==> src/rtl/cbg_pkg.sv <==
package cbg_pkg;
  localparam int CR_W    = 32;
  localparam int FIELD_W = 4;
  localparam int RES_W   = 64;

  typedef enum logic [2:0] {
    OP_SIGNUM = 3'b000,
    OP_SET    = 3'b001,
    OP_SETR   = 3'b010,
    OP_NEG    = 3'b011,
    OP_NEGR   = 3'b100
  } op_e;

  typedef struct packed {
    logic load;      // capture a new result
    logic useField;  // three-way signum over a field
    logic allOnes;   // true value is all ones rather than 1
    logic invert;    // reversed sense of the tested bit
    logic zeroOut;   // unsupported code: force zero
  } ctrl_t;
endpackage

==> src/rtl/cbg_ctrl.sv <==
module cbg_ctrl
  import cbg_pkg::*;
(
  input  logic       clk,
  input  logic       rst_n,
  input  logic       inValid,
  input  logic [2:0] opCode,
  output ctrl_t      ctrl,
  output logic       outValid
);
  always_comb begin
    ctrl      = '0;
    ctrl.load = inValid;
    case (opCode)
      OP_SIGNUM: ctrl.useField = 1'b1;
      OP_SET:    ;
      OP_SETR:   ctrl.invert = 1'b1;
      OP_NEG:    ctrl.allOnes = 1'b1;
      OP_NEGR: begin
        ctrl.allOnes = 1'b1;
        ctrl.invert  = 1'b1;
      end
      default:   ctrl.zeroOut = 1'b1;
    endcase
  end

  always_ff @(posedge clk) begin
    if (!rst_n) outValid <= 1'b0;
    else        outValid <= inValid;
  end
endmodule

==> src/rtl/cbg_datapath.sv <==
module cbg_datapath
  import cbg_pkg::*;
#(
  parameter int CRW  = CR_W,
  parameter int FW   = FIELD_W,
  parameter int RW   = RES_W,
  localparam int NF   = CRW / FW,
  localparam int FI_W = $clog2(NF),
  localparam int BI_W = $clog2(CRW)
) (
  input  logic            clk,
  input  logic            rst_n,
  input  ctrl_t           ctrl,
  input  logic [CRW-1:0]  condReg,
  input  logic [FI_W-1:0] fieldIdx,
  input  logic [BI_W-1:0] bitIdx,
  output logic [RW-1:0]   result
);
  logic [NF-1:0]  fieldLt;
  logic [NF-1:0]  fieldGt;
  logic [CRW-1:0] crMsb;

  for (genvar f = 0; f < NF; f++) begin : g_field
    assign fieldLt[f] = condReg[CRW-1-FW*f];
    assign fieldGt[f] = condReg[CRW-2-FW*f];
  end

  for (genvar i = 0; i < CRW; i++) begin : g_msb
    assign crMsb[i] = condReg[CRW-1-i];
  end

  logic          hit;
  logic [RW-1:0] nextRes;

  always_comb begin
    hit = crMsb[bitIdx] ^ ctrl.invert;
    if (ctrl.zeroOut)
      nextRes = '0;
    else if (ctrl.useField)
      nextRes = fieldLt[fieldIdx] ? '1 :
                (fieldGt[fieldIdx] ? RW'(1) : '0);
    else if (hit)
      nextRes = ctrl.allOnes ? '1 : RW'(1);
    else
      nextRes = '0;
  end

  always_ff @(posedge clk) begin
    if (!rst_n)         result <= '0;
    else if (ctrl.load) result <= nextRes;
  end
endmodule

==> src/rtl/cond_bool_gen.sv <==
module cond_bool_gen
  import cbg_pkg::*;
#(
  parameter int CRW  = CR_W,
  parameter int FW   = FIELD_W,
  parameter int RW   = RES_W,
  localparam int NF   = CRW / FW,
  localparam int FI_W = $clog2(NF),
  localparam int BI_W = $clog2(CRW)
) (
  input  logic            clk,
  input  logic            rst_n,
  input  logic            inValid,
  input  logic [2:0]      opCode,
  input  logic [CRW-1:0]  condReg,
  input  logic [FI_W-1:0] fieldIdx,
  input  logic [BI_W-1:0] bitIdx,
  output logic            outValid,
  output logic [RW-1:0]   result
);
  ctrl_t ctrl;

  cbg_ctrl u_ctrl (
    .clk      (clk),
    .rst_n    (rst_n),
    .inValid  (inValid),
    .opCode   (opCode),
    .ctrl     (ctrl),
    .outValid (outValid)
  );

  cbg_datapath #(.CRW(CRW), .FW(FW), .RW(RW)) u_dp (
    .clk      (clk),
    .rst_n    (rst_n),
    .ctrl     (ctrl),
    .condReg  (condReg),
    .fieldIdx (fieldIdx),
    .bitIdx   (bitIdx),
    .result   (result)
  );
endmodule

==> config.mk <==
export PLATFORM = sky130hd
export DESIGN_NAME = cond_bool_gen
export DESIGN_NICKNAME = d
export VERILOG_FILES = /design/src/rtl/cbg_pkg.sv /design/src/rtl/cbg_ctrl.sv /design/src/rtl/cbg_datapath.sv /design/src/rtl/cond_bool_gen.sv
export SDC_FILE = /design/constraint.sdc
export NUM_CORES = 1
export LEC_CHECK = 0
export BUFFER_PORTS_ARGS = -buffer_cell sky130_fd_sc_hd__buf_2
export CAP_MARGIN = 25
export CORE_ASPECT_RATIO = 0.9
export CORE_MARGIN = 2
export CORE_UTILIZATION = 39
export CTS_CLUSTER_DIAMETER = 150
export DETAILED_ROUTE_END_ITERATION = 6
export PLACE_DENSITY_LB_ADDON = 0.08
export SLEW_MARGIN = 25
export SYNTH_ARGS = -nofsm -noshare
export SYNTH_HDL_FRONTEND = slang
export SYNTH_HIERARCHICAL = 1
export SYNTH_SLANG_ARGS = --single-unit
==> constraint.sdc <==
create_clock -name clk -period 4.8 [get_ports clk]
set_input_delay 0.24 -clock clk [delete_from_list [all_inputs] [get_ports clk]]
set_output_delay 0.24 -clock clk [all_outputs]
set_load 0.02 [all_outputs]
# --- Yosys cells after proc, flatten, opt, wreduce, memory -nomap -nowiden ---
# Cells that the tools add are included.
word_totals:
  reg_bits: 65
  in_bits: 46
  out_inout_bits: 65
classes:
  n_lt_le_gt_ge: 2
  eq_ne: 4
  n_mux: 15
  n_bitwise: 1
  n_reduce_logical: 4
op_table:
  columns: ["cell", "n"]
  rows:
  - ["$mux W64", 5]
  - ["$mux W1", 7]
  - ["$bmux W1 S3", 2]
  - ["$eq A3 B2 Y1 const B", 2]
  - ["$lt A5 B6 Y1 const B", 1]
  - ["$bmux W1 S5", 1]
  - ["$reduce_or A5 Y1", 1]
  - ["$lt A3 B4 Y1 const B", 1]
  - ["$reduce_or A2 Y1", 2]
  - ["$eq A3 B1 Y1 const B", 1]
  - ["$eq A3 B3 Y1 const B", 1]
  - ["$logic_not A3 Y1", 1]
  - ["$xor A1 B1 Y1", 1]

# --- Logic depth before layout (Yosys ltp) ---
# Gate-level depths: netlist (run 1).
depth:
  depth_word: 7
  depth_mapped: 8
  mapped_depth_nobuf: 6

# --- Hierarchy ---
# The synthesis (run 1) kept the hierarchy.
by_module_without_submodules:
  columns: ["mod", "instances", "cells_each", "area_each_um2", "seq_area_each_um2"]
  rows:
  - ["cbg_datapath", 1, 123, 1023.5, 40.0]
  - ["cbg_ctrl", 1, 10, 75.1, 20.0]

# --- Worst setup path before layout (run 1) ---
# Ideal clock, no wire load.
synth_path:
  path_kind: "reg2out"
  from: "register, netlist name u_dp/result[62]"
  to: "output result[10]"
  arrival_ns: 1.743
  setup_slack_ns: 2.817
  path_stages_with_launch: 2
  path_cell_list: "dfxtp_1 > buf_4"
synth_lines:
  columns: ["element", "line_no", "rtl"]
  rows:
  - ["end, declared", "cond_bool_gen.sv:19", "output logic [RW-1:0] result"]

# --- Worst setup path in the final report (run 1) ---
layout_path:
  from: "input bitIdx[1]"
  to: "register u_dp.result[62]"
layout_between:
  elab_chain_len: 6
layout_rtl:
  columns: ["element", "line_no", "rtl"]
  rows:
  - ["start, declared", "cond_bool_gen.sv:17", "input logic [BI_W-1:0] bitIdx,"]
  - ["$bmux W1 S5", "cbg_datapath.sv:36", "hit = crMsb[bitIdx] ^ ctrl.invert;"]
  - ["$mux W1 (implied by the code)", "cbg_datapath.sv:36", null]
  - ["$xor A1 B1 Y1", "cbg_datapath.sv:36", null]
  - ["$mux W64", "cbg_datapath.sv:42", "else if (hit)"]
  - ["$mux W64", "cbg_datapath.sv:39", "else if (ctrl.useField)"]
  - ["$mux W64", "cbg_datapath.sv:37", "if (ctrl.zeroOut)"]
  - ["end signal, assigned", "cbg_datapath.sv:50", "else if (ctrl.load) result <= nextRes;"]
  - ["end, declared", "cbg_datapath.sv:17", "output logic [RW-1:0] result"]
# No other way between the ends. The select of a mux whose other input is x is not followed.
# A chain may end at the register's enable or synchronous reset.

==> impl_metrics.prom, run 1 <==
# TYPE chip_impl_metric gauge
chip_impl_info{name="worst-setup-path-type",value="in2reg"} 1
chip_impl_metric{name="io-pin-count",unit=""} 111
chip_impl_metric{name="cp.arrival",unit="ns"} 1.90
chip_impl_metric{name="synth_simple_gate_area_share",unit="%"} 12.9
chip_impl_metric{name="post_synth_xor_area_fraction",unit="%"} 0.797
chip_impl_metric{name="detailedRoute.firstPassIterationCount",unit=""} 4
chip_impl_metric{name="antenna_cells_inserted",unit=""} 0
chip_impl_info{name="ctsRootBufferMaster",value="sky130_fd_sc_hd__clkbuf_4"} 1
chip_impl_metric{name="hold_slack_final",unit="ns"} 0.255
chip_impl_metric{name="fp.coreArea",unit="um2"} 2700
chip_impl_info{name="layout.cells.most_common",value="sky130_fd_sc_hd__buf_2"} 1
chip_impl_info{name="cts_tree",value="built"} 1
chip_impl_metric{name="depth_of_the_cts_h_tree",unit=""} 1
chip_impl_info{name="mostFrequentLayoutCells",value="sky130_fd_sc_hd__buf_2 (110), sky130_fd_sc_hd__mux2i_1 (18), sky130_fd_sc_hd__nand2_1 (8)"} 1
chip_impl_metric{name="warnings_synthesis",unit=""} 6
chip_impl_info{name="min_from",value="inValid"} 1
chip_impl_info{name="min_path_type",value="in2reg"} 1
chip_impl_metric{name="min_period",unit="ns"} 1.80
chip_impl_metric{name="gp_routability_congestion",unit=""} 0.759
chip_impl_metric{name="cellPowerDensity",unit="nW/um2"} 151
chip_impl_metric{name="dp_worst_setup_slack",unit="ns"} 2.81
chip_impl_metric{name="instances_no_fill",unit=""} 213
chip_impl_info{name="min_delay_worst_endpoint",value="u_ctrl/outValid"} 1
chip_impl_metric{name="min_delay_path_depth",unit=""} 2
chip_impl_metric{name="setup_viol_count_final",unit=""} 0
chip_impl_info{name="crit-reg2reg-capture",value="u_dp/result[62]"} 1
chip_impl_metric{name="grt_pass1_vias",unit=""} 751
chip_impl_metric{name="syn2layout_area_growth",unit="%"} 10.7
chip_impl_metric{name="skew",unit="ns"} 0
chip_impl_metric{name="leakage",unit="nW"} 0.798
chip_impl_metric{name="synth.yosys.seq_area_share",unit="%"} 5.47
chip_impl_info{name="run_status",value="finished, final reports clean"} 1
chip_impl_info{name="endpoint_kind",value="flip-flop"} 1
chip_impl_metric{name="worst-endpoint-required",unit="ns"} 4.90
chip_impl_metric{name="post_route_antenna_net_violation_count",unit=""} 0
chip_impl_metric{name="syn-num-nets",unit=""} 179
chip_impl_metric{name="proportion_of_layout_cells_with_a_drive_suffix_above_1",unit="%"} 65.0
chip_impl_metric{name="iteration_0_drc_count_of_the_detailed_router",unit=""} 18
chip_impl_metric{name="ir_worst_vdd",unit="mV"} 0.0930
chip_impl_metric{name="quantity_of_gates_resized_following_cts",unit=""} 0
chip_impl_metric{name="grt_pass1_wl",unit="mm"} 3.15
chip_impl_metric{name="wl",unit="mm"} 2.33
chip_impl_metric{name="tightest_slew",unit="ns"} 0.495
chip_impl_metric{name="placed_cells_incl_taps",unit=""} 209
chip_impl_metric{name="via_per_inst",unit=""} 4.62
chip_impl_metric{name="place.port_buffers",unit=""} 110
chip_impl_metric{name="cts_num_sinks",unit=""} 3
chip_impl_metric{name="overflow",unit=""} 0
chip_impl_metric{name="reg2reg_depth",unit=""} 3
chip_impl_metric{name="syn-mean-instance-area",unit="um2"} 8.26
chip_impl_metric{name="grt_antenna_before_repair",unit=""} 0
chip_impl_metric{name="max_slew_margin",unit="%"} 66.7
chip_impl_metric{name="maxSlewViolCount",unit=""} 0
chip_impl_metric{name="layout_worst_path_cycle_share",unit="%"} 37.5
chip_impl_metric{name="grt_max_degree",unit=""} 65
chip_impl_metric{name="post_synth_instance_area",unit="um2"} 1100
chip_impl_metric{name="max_cap_viol_count",unit=""} 0
chip_impl_metric{name="die_footprint",unit="um2"} 3260
chip_impl_metric{name="routed_wire_length_per_instance",unit="um"} 11.0
chip_impl_metric{name="path_clk_slew",unit="ns"} 0.04
chip_impl_metric{name="synthMuxAreaShare",unit="%"} 24.6
chip_impl_metric{name="report.final.hold_viol_count",unit=""} 0
chip_impl_metric{name="holdBufCountCts",unit=""} 0
chip_impl_metric{name="setup_total_negative_slack",unit="ns"} 0
chip_impl_metric{name="final_core_utilization",unit="%"} 45.0
chip_impl_metric{name="track_usage",unit="%"} 12.9
chip_impl_metric{name="cts_inserted_buffers",unit=""} 3
chip_impl_metric{name="cts-root-to-sink-buffers",unit=""} 2
chip_impl_metric{name="synth_adder_area_share",unit="%"} 0
chip_impl_metric{name="reg2reg_slack",unit="ns"} 3.84
chip_impl_metric{name="num_rows",unit=""} 18
chip_impl_metric{name="vias",unit=""} 985
chip_impl_metric{name="die_w",unit="um"} 59.9
chip_impl_metric{name="post_synth_num_cell_types",unit=""} 28
chip_impl_info{name="largest_family_of_logic_cells_by_synthesized_area",value="buffers and inverters"} 1
chip_impl_metric{name="timing.critical_path.fanout_max",unit=""} 16
chip_impl_metric{name="nets",unit=""} 230
chip_impl_metric{name="fin_ws",unit="ns"} 3.00
chip_impl_metric{name="synth.ff_latch_count",unit=""} 3
chip_impl_metric{name="synth-compound-area-share",unit="%"} 10.0
chip_impl_metric{name="syn-instance-count",unit=""} 133
chip_impl_metric{name="achievable-frequency",unit="GHz"} 0.555
chip_impl_metric{name="drc",unit=""} 0
chip_impl_info{name="setup.worst_path.start_class",value="input pin"} 1
chip_impl_metric{name="fill_cell_total_of_the_finished_layout",unit=""} 267
chip_impl_metric{name="cts_setup_buffers",unit=""} 0
chip_impl_metric{name="initial_core_util",unit="%"} 40.6
chip_impl_info{name="worstReg2RegStart",value="u_dp/result[62]"} 1
chip_impl_info{name="rsz0062_at_grt",value="false"} 1
chip_impl_metric{name="worstSkewPairLatency",unit="ns"} 0.23
chip_impl_metric{name="die_y",unit="um"} 54.4
==> worst max-delay path: stages <==
cell and delay (ns):
sky130_fd_sc_hd__buf_2 0.38, sky130_fd_sc_hd__mux2i_1 0.28, sky130_fd_sc_hd__a21oi_1 0.10, sky130_fd_sc_hd__and3_1 0.20, sky130_fd_sc_hd__a31oi_2 0.17, sky130_fd_sc_hd__nor4b_1 0.39, sky130_fd_sc_hd__o41ai_1 0.14
==> sequential cells by signal, indices dropped and copies added (netlist names) <==
register	count
u_dp/result	2
u_ctrl/outValid	1
==> final cells by class <==
cell class	instances	area [um2]	share of cell area [%]
clock buffer	4	26.3	2.16
inverter	1	3.75	0.309
multi-input combinational	64	531	43.6
sequential	3	60.1	4.94
tap	30	37.5	3.09
timing repair buffer	111	558	45.9
==> worst max-delay path by stage <==
stage	endpoint	cells past startpoint	from
final	u_dp/result[62]	7	bitIdx[1]
after global routing	u_dp/result[0]	7	bitIdx[1]
after CTS	u_dp/result[0]	7	bitIdx[1]
after detailed placement	u_dp/result[0]	7	bitIdx[1]
after global placement	u_dp/result[62]	7	bitIdx[1]
after floorplan	result[10]	1	u_dp/result[62]
==> layer usage <==
metal,vias to the layer above,share of wire [%],routed length [um],GRT usage [%]
met3,0,8.2,192,3.07
met2,57,51,1190,25.7
li1,502,-,-,-
met1,426,41,946,14.1
met5,-,0,0,0
met4,0,0,0,1.48
==> synthesized netlist by cell type <==
cell type | n | area, um2
sky130_fd_sc_hd__a211oi_1 | 1 | 7.51
sky130_fd_sc_hd__buf_12 | 1 | 20.0
sky130_fd_sc_hd__dfxtp_1 | 3 | 60.1
sky130_fd_sc_hd__nor2b_1 | 1 | 6.26
sky130_fd_sc_hd__nor4b_1 | 1 | 8.76
sky130_fd_sc_hd__o22ai_1 | 1 | 6.26
sky130_fd_sc_hd__buf_6 | 1 | 11.3
sky130_fd_sc_hd__a31oi_2 | 1 | 12.5
sky130_fd_sc_hd__xnor2_1 | 1 | 8.76
sky130_fd_sc_hd__nand3_1 | 2 | 10.0
sky130_fd_sc_hd__buf_4 | 63 | 473
sky130_fd_sc_hd__and3_1 | 2 | 12.5
sky130_fd_sc_hd__nand3b_1 | 3 | 22.5
sky130_fd_sc_hd__a311oi_1 | 1 | 8.76
sky130_fd_sc_hd__and2_1 | 2 | 12.5
sky130_fd_sc_hd__mux2i_1 | 18 | 180
sky130_fd_sc_hd__mux4_2 | 4 | 90.1
sky130_fd_sc_hd__nand2b_1 | 3 | 18.8
sky130_fd_sc_hd__o41ai_1 | 2 | 17.5
sky130_fd_sc_hd__inv_1 | 1 | 3.75
sky130_fd_sc_hd__and2b_1 | 1 | 7.51
sky130_fd_sc_hd__a21oi_1 | 3 | 15.0
sky130_fd_sc_hd__nor2_1 | 2 | 7.51
sky130_fd_sc_hd__o21ai_0 | 1 | 5.00
sky130_fd_sc_hd__nand2_1 | 8 | 30.0
sky130_fd_sc_hd__o21a_1 | 1 | 7.51
sky130_fd_sc_hd__a22oi_1 | 4 | 30.0
sky130_fd_sc_hd__nor3_1 | 1 | 5.00
==> per-stage QoR <==
step	area (um2)	power (mW)
floorplan	1100	0.124
global placement	1190	0.142
detailed placement	1190	0.142
CTS	1220	0.186
global route	1220	0.200
finish	1220	0.184
==> cells by family after synthesis <==
logic type / after synthesis
and+or+nand+nor: 26
DFF: 3
buffers and inverters: 66
AOI/OAI and AO/OA: 15
muxes: 22
xor gates and xnor gates: 1
==> where the power goes <==
part / total, mW / switching, mW / leakage (nW) / internal (mW)
Sequential: 0.0271 / 0.000552 / 0.0246 / 0.0265
Combinational: 0.114 / 0.0659 / 0.759 / 0.0482
Clock: 0.0428 / 0.0118 / 0.0150 / 0.0311
Total: 0.184 / 0.0782 / 0.798 / 0.106
No activity file was read; power rests on OpenSTA's default activity.
==> inputs of run 2 (changes only) <==
--- a/config.mk
+++ b/config.mk
@@ -5,11 +5,12 @@
 export SDC_FILE = /design/constraint.sdc
 export NUM_CORES = 1
 export LEC_CHECK = 0
+export ABC_AREA = 1
 export BUFFER_PORTS_ARGS = -buffer_cell sky130_fd_sc_hd__buf_2
 export CAP_MARGIN = 25
 export CORE_ASPECT_RATIO = 0.9
 export CORE_MARGIN = 2
-export CORE_UTILIZATION = 39
+export CORE_UTILIZATION = 38
 export CTS_CLUSTER_DIAMETER = 150
 export DETAILED_ROUTE_END_ITERATION = 6
 export PLACE_DENSITY_LB_ADDON = 0.08
==> constraint.sdc (replaced) <==
create_clock -name clk -period 1.8 [get_ports clk]
set_input_delay 0.09 -clock clk [delete_from_list [all_inputs] [get_ports clk]]
set_output_delay 0.09 -clock clk [all_outputs]
set_load 0.02 [all_outputs]
==> impl_metrics.prom, run 2 <==
# TYPE chip_impl_metric gauge
chip_impl_metric{name="cts-root-to-sink-buffers",unit=""} 2
chip_impl_metric{name="gp_routability_congestion",unit=""} 0.783
chip_impl_metric{name="antenna_cells_inserted",unit=""} 0
chip_impl_metric{name="quantity_of_gates_resized_following_cts",unit=""} 0
chip_impl_metric{name="setup_viol_count_final",unit=""} 0
chip_impl_metric{name="cellPowerDensity",unit="nW/um2"} 386
chip_impl_metric{name="cp.arrival",unit="ns"} 1.30
chip_impl_metric{name="synth.ff_latch_count",unit=""} 3
chip_impl_metric{name="holdBufCountCts",unit=""} 0
chip_impl_metric{name="nets",unit=""} 295
chip_impl_metric{name="synth_top_area_share",unit="%"} 40.4
chip_impl_metric{name="die_w",unit="um"} 63.0
chip_impl_metric{name="die_footprint",unit="um2"} 3600
chip_impl_metric{name="dp_hpwl",unit="mm"} 2.34
chip_impl_metric{name="synth.yosys.seq_area_share",unit="%"} 5.05
chip_impl_metric{name="min_period",unit="ns"} 1.39
chip_impl_info{name="synth_top_flop_cell",value="sky130_fd_sc_hd__dfxtp_1"} 1
chip_impl_metric{name="largest_register_ffs",unit=""} 2
chip_impl_info{name="worst-setup-path-type",value="reg2out"} 1
chip_impl_metric{name="skew",unit="ns"} 0
chip_impl_metric{name="place.port_buffers",unit=""} 110
chip_impl_metric{name="worstSkewPairLatency",unit="ns"} 0.23
chip_impl_info{name="endpoint_kind",value="output pin"} 1
chip_impl_metric{name="placed_cells_incl_taps",unit=""} 286
chip_impl_info{name="slowest_stage",value="sky130_fd_sc_hd__dfxtp_2"} 1
chip_impl_metric{name="drc",unit=""} 0
chip_impl_info{name="timing.critical_path.max_delay_family",value="flip-flops"} 1
chip_impl_metric{name="post_synth_instance_area",unit="um2"} 1190
chip_impl_metric{name="num_rows",unit=""} 19
chip_impl_info{name="synthTopCellsByArea",value="sky130_fd_sc_hd__buf_4 (40%), sky130_fd_sc_hd__nand2_1 (17%), sky130_fd_sc_hd__nand3_1 (15%), sky130_fd_sc_hd__dfxtp_1 (5.0%), sky130_fd_sc_hd__inv_1 (3.8%)"} 1
chip_impl_metric{name="hold_slack_final",unit="ns"} 0.0557
chip_impl_metric{name="detailedRoute.firstPassIterationCount",unit=""} 4
chip_impl_metric{name="wl",unit="mm"} 2.76
chip_impl_metric{name="grt_pass1_vias",unit=""} 957
chip_impl_metric{name="grt_max_degree",unit=""} 65
chip_impl_info{name="timing.critical_path.from",value="u_dp/result[62]"} 1
chip_impl_metric{name="post_route_antenna_net_violation_count",unit=""} 0
chip_impl_metric{name="synth_enable_flop_cells",unit=""} 0
chip_impl_info{name="worstReg2RegStart",value="u_dp/result[62]"} 1
chip_impl_metric{name="synth_async_reset_ratio",unit="%"} 0
chip_impl_metric{name="syn-mean-instance-area",unit="um2"} 5.89
chip_impl_metric{name="initial_core_util",unit="%"} 39.4
chip_impl_info{name="synth_commonest_cells",value="sky130_fd_sc_hd__buf_4 (64), sky130_fd_sc_hd__nand2_1 (53), sky130_fd_sc_hd__nand3_1 (35)"} 1
chip_impl_metric{name="proportion_of_layout_cells_with_a_drive_suffix_above_1",unit="%"} 51.6
chip_impl_info{name="synth_top_cell_by_area",value="sky130_fd_sc_hd__buf_4"} 1
chip_impl_metric{name="max_cap_viol_count",unit=""} 0
chip_impl_metric{name="worst-endpoint-required",unit="ns"} 1.71
chip_impl_info{name="rsz0062_at_grt",value="false"} 1
chip_impl_metric{name="layout_worst_path_cycle_share",unit="%"} 77.1
chip_impl_info{name="largest_registers",value="u_dp/result: 2 flops, u_ctrl/outValid: 1 flops"} 1
chip_impl_metric{name="max_slew_margin",unit="%"} 54.3
chip_impl_metric{name="vias",unit=""} 1221
chip_impl_metric{name="io-pin-count",unit=""} 111
chip_impl_metric{name="critical_path_depth",unit=""} 1
chip_impl_info{name="layout.cells.most_common",value="sky130_fd_sc_hd__buf_2"} 1
chip_impl_metric{name="syn-instance-count",unit=""} 202
chip_impl_metric{name="routed_wire_length_per_instance",unit="um"} 9.51
chip_impl_info{name="cp-endpoint",value="result[23]"} 1
chip_impl_metric{name="leakage",unit="nW"} 0.908
chip_impl_metric{name="path_clk_slew",unit="ns"} 0.04
chip_impl_metric{name="via_per_inst",unit=""} 4.21
chip_impl_metric{name="die_y",unit="um"} 57.1
chip_impl_metric{name="track_usage",unit="%"} 13.6
chip_impl_info{name="crit-reg2reg-capture",value="u_dp/result[62]"} 1
chip_impl_metric{name="maxSlewViolCount",unit=""} 0
chip_impl_metric{name="setup_total_negative_slack",unit="ns"} 0
chip_impl_metric{name="worstPathBufferInverterCount",unit=""} 1
chip_impl_metric{name="iteration_0_drc_count_of_the_detailed_router",unit=""} 34
chip_impl_metric{name="cts_num_sinks",unit=""} 3
chip_impl_metric{name="depth_of_the_cts_h_tree",unit=""} 1
chip_impl_metric{name="syn2layout_area_growth",unit="%"} 8.62
chip_impl_metric{name="timing.critical_path.fanout_max",unit=""} 64
chip_impl_metric{name="achievable-frequency",unit="GHz"} 0.721
chip_impl_metric{name="syn-num-nets",unit=""} 248
chip_impl_info{name="cts_tree",value="built"} 1
chip_impl_info{name="min_from",value="inValid"} 1
chip_impl_metric{name="total_power",unit="mW"} 0.499
chip_impl_info{name="mostFrequentLayoutCells",value="sky130_fd_sc_hd__buf_2 (110), sky130_fd_sc_hd__nand2_1 (53), sky130_fd_sc_hd__nand3_1 (35)"} 1
chip_impl_metric{name="report.final.hold_viol_count",unit=""} 0
chip_impl_metric{name="cts_setup_buffers",unit=""} 0
chip_impl_info{name="register_name_with_the_most_flops",value="u_dp/result"} 1
chip_impl_metric{name="post_synth_num_cell_types",unit=""} 20
chip_impl_metric{name="ir_worst_vdd",unit="mV"} 0.320
chip_impl_metric{name="final_core_utilization",unit="%"} 42.8
chip_impl_metric{name="reg2reg_depth",unit=""} 2
chip_impl_metric{name="grt_pass1_wl",unit="mm"} 4.08
chip_impl_info{name="synthMostInstantiatedCell",value="sky130_fd_sc_hd__buf_4"} 1
chip_impl_metric{name="reg2reg_slack",unit="ns"} 0.66
chip_impl_info{name="cp_cell_instances",value="buf_2"} 1
chip_impl_metric{name="cts_inserted_buffers",unit=""} 3
chip_impl_info{name="setup.worst_path.start_class",value="flip-flop"} 1
chip_impl_metric{name="warnings_synthesis",unit=""} 6
chip_impl_metric{name="tightest_slew",unit="ns"} 0.686
chip_impl_metric{name="worst_path_largest_cell_delay",unit="ns"} 0.76
chip_impl_metric{name="grt_antenna_before_repair",unit=""} 0
chip_impl_metric{name="instances_no_fill",unit=""} 290
chip_impl_metric{name="fp.coreArea",unit="um2"} 3020
chip_impl_metric{name="overflow",unit=""} 0
chip_impl_info{name="ctsRootBufferMaster",value="sky130_fd_sc_hd__clkbuf_4"} 1
chip_impl_info{name="run_status",value="finished, final reports clean"} 1
chip_impl_info{name="min_path_type",value="in2reg"} 1
## run 2: cell types whose count changed in the layout (fill, tap and decap cells not counted), moves of 4 or more
cell,delta
sky130_fd_sc_hd__a22oi_1,-4
sky130_fd_sc_hd__inv_1,+11
sky130_fd_sc_hd__mux2i_1,-17
sky130_fd_sc_hd__mux4_2,-4
sky130_fd_sc_hd__nand2_1,+45
sky130_fd_sc_hd__nand2_2,+7
sky130_fd_sc_hd__nand3_1,+33
sky130_fd_sc_hd__nor2_1,+6
## run 2: final cells by class
type	instances	area [um2]
Sequential cell	3	61.3
Fill cell	351	1730
Inverter	15	61.3
Timing Repair Buffer	110	551
Tap cell	42	52.6
Clock buffer	4	26.3
Multi-Input combinational cell	116	541
## run 2: power by group
| part | switching (mW) | internal [mW] | leakage (nW) |
|---|---|---|---|
| registers | 0.00880 | 0.0710 | 0.0251 |
| logic | 0.186 | 0.115 | 0.868 |
| clock network | 0.0357 | 0.0832 | 0.0150 |
| total | 0.230 | 0.269 | 0.908 |
## run 2: worst min path at each step
stage | end | slack [ns] | cells past startpoint
after floorplan | u_ctrl/outValid | 0.18 | 2
after global placement | u_ctrl/outValid | 0.29 | 3
after detailed placement | u_ctrl/outValid | 0.29 | 3
after CTS | u_ctrl/outValid | 0.05 | 3
after global routing | u_ctrl/outValid | 0.06 | 3
final | u_ctrl/outValid | 0.06 | 3
## run 2: logic make-up after synthesis
kind of cell    synth area share [%]
buf+inv                         49.5
flops                           5.05
simple gates                    41.1
compound gates                  3.47
mux                            0.841
## run 2: layer usage
| metal | track usage (%) | part of all wire, % | routed length, um |
|---|---|---|---|
| met1 | 18.4 | 46 | 1260 |
| met4 | 1.90 | 0 | 0 |
| met5 | 0 | 0 | 0 |
| met2 | 22.8 | 46 | 1270 |
| met3 | 2.96 | 8.5 | 234 |
## run 2: stage by stage
stage               area (um2)  setup WS [ns]
finish                    1290          0.413
global route              1290          0.267
CTS                       1290          0.375
detailed placement        1270          0.417
global placement          1270          0.450
floorplan                 1190          0.542
==> inputs of run 3 (changes only) <==
==> constraint.sdc (replaced) <==
create_clock -name clk -period 1.45 [get_ports clk]
set_input_delay 0.0725 -clock clk [delete_from_list [all_inputs] [get_ports clk]]
set_output_delay 0.0725 -clock clk [all_outputs]
set_load 0.02 [all_outputs]
==> impl_metrics.prom, run 3 (synthesized netlist as in run 2, its figures left out) <==
# TYPE chip_impl_metric gauge
chip_impl_info{name="run_status",value="finished, final reports clean"} 1
chip_impl_info{name="endpoint_kind",value="flip-flop"} 1
chip_impl_metric{name="gp_routability_congestion",unit=""} 0.795
chip_impl_metric{name="post_route_antenna_net_violation_count",unit=""} 0
chip_impl_info{name="setup.worst_path.start_class",value="input pin"} 1
chip_impl_info{name="worstReg2RegStart",value="u_dp/result[62]"} 1
chip_impl_metric{name="place.port_buffers",unit=""} 110
chip_impl_info{name="rsz0062_at_grt",value="false"} 1
chip_impl_metric{name="cts_inserted_buffers",unit=""} 3
chip_impl_metric{name="quantity_of_gates_resized_following_cts",unit=""} 0
chip_impl_metric{name="detailedRoute.firstPassIterationCount",unit=""} 4
chip_impl_metric{name="proportion_of_layout_cells_with_a_drive_suffix_above_1",unit="%"} 51.8
chip_impl_metric{name="min_delay_path_depth",unit=""} 3
chip_impl_metric{name="wl",unit="mm"} 2.71
chip_impl_metric{name="nets",unit=""} 296
chip_impl_info{name="crit-reg2reg-capture",value="u_dp/result[62]"} 1
chip_impl_metric{name="leakage",unit="nW"} 0.916
chip_impl_metric{name="layout_worst_path_cycle_share",unit="%"} 76.7
chip_impl_metric{name="cts_num_sinks",unit=""} 3
chip_impl_metric{name="grt_max_degree",unit=""} 65
chip_impl_info{name="cts_tree",value="built"} 1
chip_impl_metric{name="reg2reg_depth",unit=""} 3
chip_impl_metric{name="timing.critical_path.fanout_max",unit=""} 17
chip_impl_metric{name="die_footprint",unit="um2"} 3600
chip_impl_metric{name="reg2reg_slack",unit="ns"} 0.65
chip_impl_metric{name="fin_area",unit="um2"} 1310
chip_impl_metric{name="worst-endpoint-required",unit="ns"} 1.60
chip_impl_info{name="largest_registers",value="u_dp/result: 2 flops, u_ctrl/outValid: 1 flops"} 1
chip_impl_metric{name="max_cap_viol_count",unit=""} 0
chip_impl_metric{name="initial_core_util",unit="%"} 39.4
chip_impl_metric{name="setup_total_negative_slack",unit="ns"} 0
chip_impl_info{name="min_path_type",value="in2reg"} 1
chip_impl_info{name="min_delay_worst_endpoint",value="u_ctrl/outValid"} 1
chip_impl_metric{name="cp.arrival",unit="ns"} 1.26
chip_impl_metric{name="overflow",unit=""} 0
chip_impl_metric{name="cellPowerDensity",unit="nW/um2"} 471
chip_impl_metric{name="skew",unit="ns"} 0
chip_impl_metric{name="fp.coreArea",unit="um2"} 3020
chip_impl_metric{name="worstSkewPairLatency",unit="ns"} 0.23
chip_impl_metric{name="antenna_cells_inserted",unit=""} 0
chip_impl_info{name="mostFrequentLayoutCells",value="sky130_fd_sc_hd__buf_2 (110), sky130_fd_sc_hd__nand2_1 (53), sky130_fd_sc_hd__nand3_1 (35)"} 1
chip_impl_metric{name="grt_pass1_wl",unit="mm"} 4.08
chip_impl_metric{name="report.final.hold_viol_count",unit=""} 0
chip_impl_metric{name="via_per_inst",unit=""} 4.15
chip_impl_info{name="register_name_with_the_most_flops",value="u_dp/result"} 1
chip_impl_metric{name="fin_ws",unit="ns"} 0.338
chip_impl_metric{name="iteration_0_drc_count_of_the_detailed_router",unit=""} 76
chip_impl_metric{name="dp_worst_setup_slack",unit="ns"} 0.0929
chip_impl_metric{name="track_usage",unit="%"} 13.4
chip_impl_metric{name="die_y",unit="um"} 57.1
chip_impl_metric{name="largest_register_ffs",unit=""} 2
chip_impl_info{name="worst-setup-path-type",value="in2reg"} 1
chip_impl_metric{name="grt_antenna_before_repair",unit=""} 0
chip_impl_metric{name="min_period",unit="ns"} 1.11
chip_impl_metric{name="vias",unit=""} 1207
chip_impl_metric{name="max_slew_margin",unit="%"} 77.6
chip_impl_info{name="layout.cells.most_common",value="sky130_fd_sc_hd__buf_2"} 1
chip_impl_info{name="timing.critical_path.from",value="bitIdx[0]"} 1
chip_impl_metric{name="grt_pass1_vias",unit=""} 951
chip_impl_metric{name="routed_wire_length_per_instance",unit="um"} 9.32
chip_impl_metric{name="achievable-frequency",unit="GHz"} 0.899
chip_impl_metric{name="syn2layout_area_growth",unit="%"} 10.3
chip_impl_metric{name="holdBufCountCts",unit=""} 0
chip_impl_metric{name="ir_worst_vdd",unit="mV"} 0.581
chip_impl_metric{name="num_rows",unit=""} 19
chip_impl_metric{name="post_dp_cell_area",unit="um2"} 1290
chip_impl_metric{name="path_clk_slew",unit="ns"} 0.04
chip_impl_metric{name="cts-root-to-sink-buffers",unit=""} 2
chip_impl_metric{name="maxSlewViolCount",unit=""} 0
chip_impl_info{name="ctsRootBufferMaster",value="sky130_fd_sc_hd__clkbuf_4"} 1
chip_impl_metric{name="drc",unit=""} 0
chip_impl_metric{name="io-pin-count",unit=""} 111
chip_impl_metric{name="setup_viol_count_final",unit=""} 0
chip_impl_metric{name="die_w",unit="um"} 63.0
chip_impl_metric{name="dp_hpwl",unit="mm"} 2.30
chip_impl_info{name="min_from",value="inValid"} 1
chip_impl_metric{name="depth_of_the_cts_h_tree",unit=""} 1
chip_impl_metric{name="cts_setup_buffers",unit=""} 0
chip_impl_metric{name="fill_cell_total_of_the_finished_layout",unit=""} 334
chip_impl_metric{name="tightest_slew",unit="ns"} 0.333
-- run 3: cell count changes in the layout (fill, tap and decap cells not counted), sizes merged --
| cell | before | now |
|---|---|---|
| buf | 110 | 111 |
-- run 3: final cells by class --
type	count	area, um2	share of cell area (%)
repair buffers	111	571	43.5
flip-flops and latches	3	61.3	4.67
inverters	15	61.3	4.67
well taps	42	52.6	4.00
multi-input cells	116	541	41.2
clock buffers	4	26.3	2.00
-- run 3: layer usage --
metal | GRT usage (%) | part of all wire [%] | up-vias | wire length, um
met2 | 20.8 | 44 | 51 | 1180
li1 | - | - | 668 | -
met3 | 4.34 | 8.8 | 0 | 239
met5 | 0 | 0 | - | 0
met4 | 1.90 | 0 | 0 | 0
met1 | 18.7 | 48 | 488 | 1290
-- run 3: worst max-delay path by stage --
stage	to	slack [ns]	cells past startpoint
after CTS	u_dp/result[0]	0.33	13
after detailed placement	u_dp/result[62]	0.09	13
after global routing	u_dp/result[0]	0.15	13
after global placement	u_dp/result[0]	0.11	13
final	u_dp/result[62]	0.34	13
after floorplan	result[10]	0.21	1
-- run 3: per-stage QoR --
stage               utilization (%)  instances  hold slack, ns  total power [mW]
floorplan                         -        202           0.166             0.412
global placement               42.6        287           0.272             0.484
detailed placement             42.6        287           0.269             0.478
CTS                            43.5        291          0.0307             0.628
global route                   43.5        291          0.0617             0.675
finish                         43.5        291          0.0355             0.618
-- run 3: worst max-delay path, cell delays in order --
cell and delay [ns]:
sky130_fd_sc_hd__buf_2 0.28, sky130_fd_sc_hd__inv_6 0.13, sky130_fd_sc_hd__nand2_1 0.08, sky130_fd_sc_hd__nand3_1 0.06, sky130_fd_sc_hd__nand3_1 0.08, sky130_fd_sc_hd__nand2_1 0.06, sky130_fd_sc_hd__nand2_1 0.07, sky130_fd_sc_hd__nand3_2 0.08
sky130_fd_sc_hd__nand2_1 0.07, sky130_fd_sc_hd__nand2_1 0.06, sky130_fd_sc_hd__nand3_2 0.06, sky130_fd_sc_hd__nand2_1 0.05, sky130_fd_sc_hd__a21oi_1 0.11
-- run 3: power breakdown --
part | total, mW | leakage, nW | switching (mW) | internal, mW
clock network | 0.142 | 0.0150 | 0.0393 | 0.103
registers | 0.0905 | 0.0251 | 0.00224 | 0.0883
logic | 0.385 | 0.876 | 0.239 | 0.146
